## config.mk

```make
export PLATFORM = sky130hd
export DESIGN_NAME = shadd_ovf
export DESIGN_NICKNAME = d
export VERILOG_FILES = /design/src/rtl/shadd_pkg.sv /design/src/rtl/shadd_preshift.sv /design/src/rtl/shadd_adder.sv /design/src/rtl/shadd_cond.sv /design/src/rtl/shadd_ovf.sv
export SDC_FILE = /design/constraint.sdc
export NUM_CORES = 1
export LEC_CHECK = 0
export ABC_AREA = 1
export BUFFER_PORTS_ARGS = -buffer_cell sky130_fd_sc_hd__clkbuf_2
export CAP_MARGIN = 5
export CORE_ASPECT_RATIO = 1.75
export CORE_MARGIN = 2
export CORE_UTILIZATION = 55
export DETAILED_ROUTE_END_ITERATION = 8
export PLACE_DENSITY = 0.85
export SYNTH_ARGS = -nofsm -noshare
export SYNTH_HDL_FRONTEND = slang
export SYNTH_HIERARCHICAL = 1
export SYNTH_SLANG_ARGS = --single-unit
```

## constraint.sdc

```tcl
create_clock -name clk -period 12.4 [get_ports clk]
set_input_delay 2.48 -clock clk [delete_from_list [all_inputs] [get_ports clk]]
set_output_delay 2.48 -clock clk [all_outputs]
set_load 0.01 [all_outputs]
```

## src/rtl/shadd_pkg.sv

```systemverilog
package shadd_pkg;

   // Condition selector carried in the upper three bits of the condition code.
   typedef enum logic [2:0] {
      CC_NEVER = 3'd0,
      CC_ZERO  = 3'd1,
      CC_LT    = 3'd2,
      CC_LE    = 3'd3,
      CC_NUV   = 3'd4,
      CC_ZNUV  = 3'd5,
      CC_SV    = 3'd6,
      CC_ODD   = 3'd7
   } cc_sel_e;

endpackage

```

## src/rtl/shadd_preshift.sv

```systemverilog
// Pre-shift of operand A and the overflow contributions of the shift itself.
module shadd_preshift #(
   parameter int DATA_W = 64,
   parameter int SH_W   = 2
) (
   input  logic [DATA_W-1:0] a_i,
   input  logic [SH_W-1:0]   sh_i,
   input  logic              wide_i,
   output logic [DATA_W-1:0] shifted_o,
   output logic              sv_shift_o,
   output logic              uv_shift_o
);
   localparam int HALF_W = DATA_W / 2;
   localparam int MAX_SH = (1 << SH_W) - 1;
   localparam int SW     = DATA_W - 1;
   localparam int SN     = HALF_W - 1;

   logic [MAX_SH:1] in_reach;
   logic [MAX_SH:1] diff_w, diff_n;
   logic [MAX_SH:1] bit_w, bit_n;

   assign shifted_o = a_i << sh_i;

   // One slot per bit position a shift can push into or past the sign.
   for (genvar k = 1; k <= MAX_SH; k++) begin : g_slot
      assign in_reach[k] = (int'(sh_i) >= k);
      assign diff_w[k]   = a_i[SW-k] ^ a_i[SW];
      assign diff_n[k]   = a_i[SN-k] ^ a_i[SN];
      assign bit_w[k]    = a_i[SW-k];
      assign bit_n[k]    = a_i[SN-k];
   end

   always_comb begin
      if (wide_i) begin
         sv_shift_o = |(diff_w & in_reach);
         uv_shift_o = |(bit_w & in_reach);
      end else begin
         sv_shift_o = |(diff_n & in_reach);
         uv_shift_o = |(bit_n & in_reach);
      end
   end
endmodule

```

## src/rtl/shadd_adder.sv

```systemverilog
// Split adder: the low half yields the word-mode carry, the high half the doubleword carry.
module shadd_adder #(
   parameter int DATA_W = 64
) (
   input  logic [DATA_W-1:0] sa_i,
   input  logic [DATA_W-1:0] b_i,
   input  logic              cin_i,
   input  logic              wide_i,
   output logic [DATA_W-1:0] sum_o,
   output logic              carry_o,
   output logic              sv_base_o
);
   localparam int HALF_W = DATA_W / 2;

   logic [HALF_W:0] lo_sum, hi_sum;
   logic            sgn_a, sgn_b, sgn_s;

   assign lo_sum = {1'b0, sa_i[HALF_W-1:0]} + {1'b0, b_i[HALF_W-1:0]}
                 + {{HALF_W{1'b0}}, cin_i};
   assign hi_sum = {1'b0, sa_i[DATA_W-1:HALF_W]} + {1'b0, b_i[DATA_W-1:HALF_W]}
                 + {{HALF_W{1'b0}}, lo_sum[HALF_W]};

   assign sum_o   = {hi_sum[HALF_W-1:0], lo_sum[HALF_W-1:0]};
   assign carry_o = wide_i ? hi_sum[HALF_W] : lo_sum[HALF_W];

   always_comb begin
      if (wide_i) begin
         sgn_a = sa_i[DATA_W-1];
         sgn_b = b_i[DATA_W-1];
         sgn_s = sum_o[DATA_W-1];
      end else begin
         sgn_a = sa_i[HALF_W-1];
         sgn_b = b_i[HALF_W-1];
         sgn_s = sum_o[HALF_W-1];
      end
   end

   assign sv_base_o = ~(sgn_a ^ sgn_b) & (sgn_s ^ sgn_a);
endmodule

```

## src/rtl/shadd_cond.sv

```systemverilog
// Evaluates the arithmetic condition selector against the sum and the flags.
module shadd_cond
   import shadd_pkg::*;
#(
   parameter int DATA_W = 64
) (
   input  logic [DATA_W-1:0] sum_i,
   input  logic              sv_i,
   input  logic              uv_i,
   input  logic              wide_i,
   input  logic [3:0]        code_i,
   output logic              flag_o
);
   localparam int HALF_W = DATA_W / 2;

   logic    is_zero, is_neg, raw;
   cc_sel_e sel;

   assign is_zero = wide_i ? (sum_i == '0) : (sum_i[HALF_W-1:0] == '0);
   assign is_neg  = wide_i ? sum_i[DATA_W-1] : sum_i[HALF_W-1];
   assign sel     = cc_sel_e'(code_i[3:1]);

   always_comb begin
      unique case (sel)
         CC_NEVER: raw = 1'b0;
         CC_ZERO:  raw = is_zero;
         CC_LT:    raw = is_neg ^ sv_i;
         CC_LE:    raw = (is_neg ^ sv_i) | is_zero;
         CC_NUV:   raw = ~uv_i;
         CC_ZNUV:  raw = ~uv_i | is_zero;
         CC_SV:    raw = sv_i;
         CC_ODD:   raw = sum_i[0];
         default:  raw = 1'b0;
      endcase
   end

   assign flag_o = raw ^ code_i[0];
endmodule

```

## src/rtl/shadd_ovf.sv

```systemverilog
// Shift-and-add front end with registered sum, overflow flags and condition.
module shadd_ovf #(
   parameter int DATA_W = 64,
   parameter int SH_W   = 2
) (
   input  logic              clk,
   input  logic              rst_n,
   input  logic [DATA_W-1:0] in_a,
   input  logic [DATA_W-1:0] in_b,
   input  logic              carry_in,
   input  logic [SH_W-1:0]   shamt,
   input  logic              wide_mode,
   input  logic [3:0]        cond_code,
   input  logic              trap_en,
   output logic [DATA_W-1:0] sum_o,
   output logic              sv_o,
   output logic              uv_o,
   output logic              cond_o,
   output logic              trap_o
);
   localparam int HALF_W = DATA_W / 2;
   localparam int MAX_SH = (1 << SH_W) - 1;

   if ((DATA_W % 2) != 0 || MAX_SH >= HALF_W || SH_W < 1) begin : g_bad_params
      $error("shadd_ovf: DATA_W must be even and the maximum shift below half the width");
   end

   logic [DATA_W-1:0] shifted, sum_c;
   logic              sv_shift, uv_shift, carry, sv_base;
   logic              sv_c, uv_c, flag_c;

   shadd_preshift #(.DATA_W(DATA_W), .SH_W(SH_W)) u_pre (
      .a_i       (in_a),
      .sh_i      (shamt),
      .wide_i    (wide_mode),
      .shifted_o (shifted),
      .sv_shift_o(sv_shift),
      .uv_shift_o(uv_shift)
   );

   shadd_adder #(.DATA_W(DATA_W)) u_add (
      .sa_i     (shifted),
      .b_i      (in_b),
      .cin_i    (carry_in),
      .wide_i   (wide_mode),
      .sum_o    (sum_c),
      .carry_o  (carry),
      .sv_base_o(sv_base)
   );

   assign sv_c = sv_base | sv_shift;
   assign uv_c = carry | uv_shift;

   shadd_cond #(.DATA_W(DATA_W)) u_cond (
      .sum_i (sum_c),
      .sv_i  (sv_c),
      .uv_i  (uv_c),
      .wide_i(wide_mode),
      .code_i(cond_code),
      .flag_o(flag_c)
   );

   always_ff @(posedge clk) begin
      if (!rst_n) begin
         sum_o  <= '0;
         sv_o   <= 1'b0;
         uv_o   <= 1'b0;
         cond_o <= 1'b0;
         trap_o <= 1'b0;
      end else begin
         sum_o  <= sum_c;
         sv_o   <= sv_c;
         uv_o   <= uv_c;
         cond_o <= flag_c;
         trap_o <= trap_en & sv_c;
      end
   end
endmodule

```

==> results.toml <==
[run_status]
outcome = "completed"

[power_and_ir_drop]
ir_drop_v = 0.0000792
clockPowerShare = 0.221
p_comb_frac = 0.530
p_seq_frac = 0.249
p_int_mw = 0.603
power.leakage_nw = 5.26
power.switching_mw = 0.486
power-per-cell-area_nw_per_um2 = 118
netSwitchingFraction = 0.446

[job]
cap_viol_max_count = 0

[critical_path]
path_class = "in2reg"
cp-end-kind = "flop"
critPathArrivalTime_ps = 7790
critPathLaunchType = "input pin"
critPathMostFrequentCell = "nand2_1"
crit_path_top_delay_cell = "buf_4"
crit_required_ps = 12630
path_max_fanout = 63
cpPeakStageDelay_ps = 760

[global_route]
gr-total-overflow = 0
grt_pass1_vias = 9248
antenna_found_initial = 0
gr-usage-all-layers = 0.371
grt_pass1_wl_mm = 43.5
grt_max_degree = 69

[synthesis]
syn-cell-area_sq_um = 7890
synth_cell_types = 45
yosysTopAreaCellShare = 0.173
syn_nets = 1470
yosysMostFrequentCell = "nand2_1"
synth_ff_type = "dfxtp_1"
seq_area_frac_synth = 0.173
synth_warnings = 6
synth_top_area_cell = "dfxtp_1"
yosys-top-cells-area = "dfxtp_1 (17%), nand2_1 (16%), ha_1 (9.8%)"
synth_commonest_cells = "nand2_1 (338), inv_1 (159), nor2_1 (110)"
synthCells = 1266
synth-seq-cells = 68
synthArstFlopShare = 0
synth-edff-count = 0
synth.avg_cell_area_sq_um = 6.23

[clock_network]
cts_buffers = 9
cts_buffer_depth = 2
cts-htree-levels = 3
cts_root_buf = "clkbuf_16"
cts_tree = "done"
cts_sinks = 68
cts_hold_buf = 0
cts_setup_buffers = 0
cts.repair.resized = 0
cts.clk_slew.worst_paths_ps = 60

[timing]
relSlewSlack = 0.327
slew_violations = 0
hold_viol = 0
rsz0062_at_grt = "no"
finalSetupTns_ps = 0
finalSetupViolations = 0
period_minus_slack_ps = 7560
fin_crit_sh = 0.610
worst_hold_slack_ps = 2380
fmax_ghz = 0.132
tightestPinTransition_ps = 1010

[cells_and_area]
nets = 1661
area_delta_synth_final_pct = 17.0
diodes = 0
drive_gt1_frac = 0.217

[routing]
drtIter0Drc = 435
first_pass_iters = 5
drt_wl_total_mm = 28.4
via_count = 9037
drc = 0
viasPerCell = 5.52
ant_nets = 0
wl_per_cell_um = 17.3

[die]
fp.dieH_um = 162
die-area_sq_um = 15300
ios = 207
core_sq_um = 14000
die_w_um = 94.5
rows = 57
start_util = 0.564

[min_path]
worstHoldPathType = "in2reg"

[place]
io_buffers = 206
hpwl_mm = 23.2
gp_congestion = 1.01
[worst max-delay path, delay by kind of cell]
kind	cells	cell delay [ps]
buf+inv	9	1630
simple gates	28	2530
fa+ha+maj	3	970
compound gates	2	180
[state kept, by name, summed over array words and instances (netlist names)]
register	cells
cond_o	1
sum_o	64
sv_o	1
trap_o	1
uv_o	1
[layout make-up]
| type | count | area, sq um |
|---|---|---|
| clock buffer | 11 | 243 |
| clock inverter | 3 | 15.0 |
| fill | 1415 | 4760 |
| inverter | 169 | 637 |
| multi-input combinational | 1000 | 5690 |
| sequential | 68 | 1360 |
| tap | 177 | 221 |
| timing repair buffer | 209 | 1050 |
[path summary, 6_finish.rpt]
| kind | startpoint | endpoint | slack [ps] | cells after the start |
|---|---|---|---|---|
| setup / recovery | shamt[1] | cond_o$_SDFF_PN0_ | 4840 | 42 |
| hold / removal | trap_en | trap_o$_SDFF_PN0_ | 2380 | 3 |
[cell usage in the layout (no fill, tap or decap), types with 3 or more instances in the layout]
cell and n:
xnor2_1 10, nor3_1 16, fa_1 3, dfxtp_1 68, o21bai_1 10, a21o_1 6, nand3_1 56, inv_1 159
a21oi_1 83, nor2_1 110, nand3_2 3, inv_2 9, or2_2 46, a31oi_1 3, o21ai_0 29, ha_1 62
buf_4 3, clkbuf_2 205, nor2_2 3, o21ai_1 66, xor2_1 43, a21oi_2 3, nand2_2 18, o21ai_2 5
o21a_1 3, o211ai_1 5, mux2i_1 55, clkbuf_16 9, nand2_1 338, clkinv_2 3, nand4_1 8
[metrics by stage]
stage               area (sq um)  instances  setup WS (ps)  power [mW]   util
floorplan                   7890       1266           6190       0.662      -
global placement            8960       1623           4720       0.835  0.641
detailed placement          8960       1623           4560       0.841  0.641
CTS                         9220       1637           4900        1.08  0.660
global route                9220       1637           4380        1.16  0.660
finish                      9220       1637           4840        1.09  0.660
[per-layer routing]
metal / global-route usage / part of all wire / vias to the layer above
met5: 0 / 0 / -
met4: 0.332 / 0.098 / 0
met3: 0.0717 / 0.047 / 165
met2: 0.718 / 0.55 / 367
met1: 0.298 / 0.31 / 4027
li1: - / - / 4478
[cells by family (layout without fill, tap and decap cells)]
group / after synthesis / after routing / synth area share
AOI/OAI and AO/OA: 216 / 216 / 0.151
adders and majority gates: 65 / 65 / 0.106
DFF: 68 / 68 / 0.173
xor gates and xnor gates: 53 / 53 / 0.0589
muxes: 55 / 55 / 0.0698
buffers and inverters: 198 / 392 / 0.106
and+or+nand+nor: 611 / 611 / 0.337
[power groups by stage]
stage               sequential (mW)  clock, mW  combinational (mW)
finish                        0.271      0.241               0.577
detailed placement            0.277          0               0.564
CTS                           0.272      0.244               0.568
global route                  0.275      0.253               0.637
floorplan                     0.298          0               0.364
global placement              0.275          0               0.560
(Power assumes the default switching activity.)
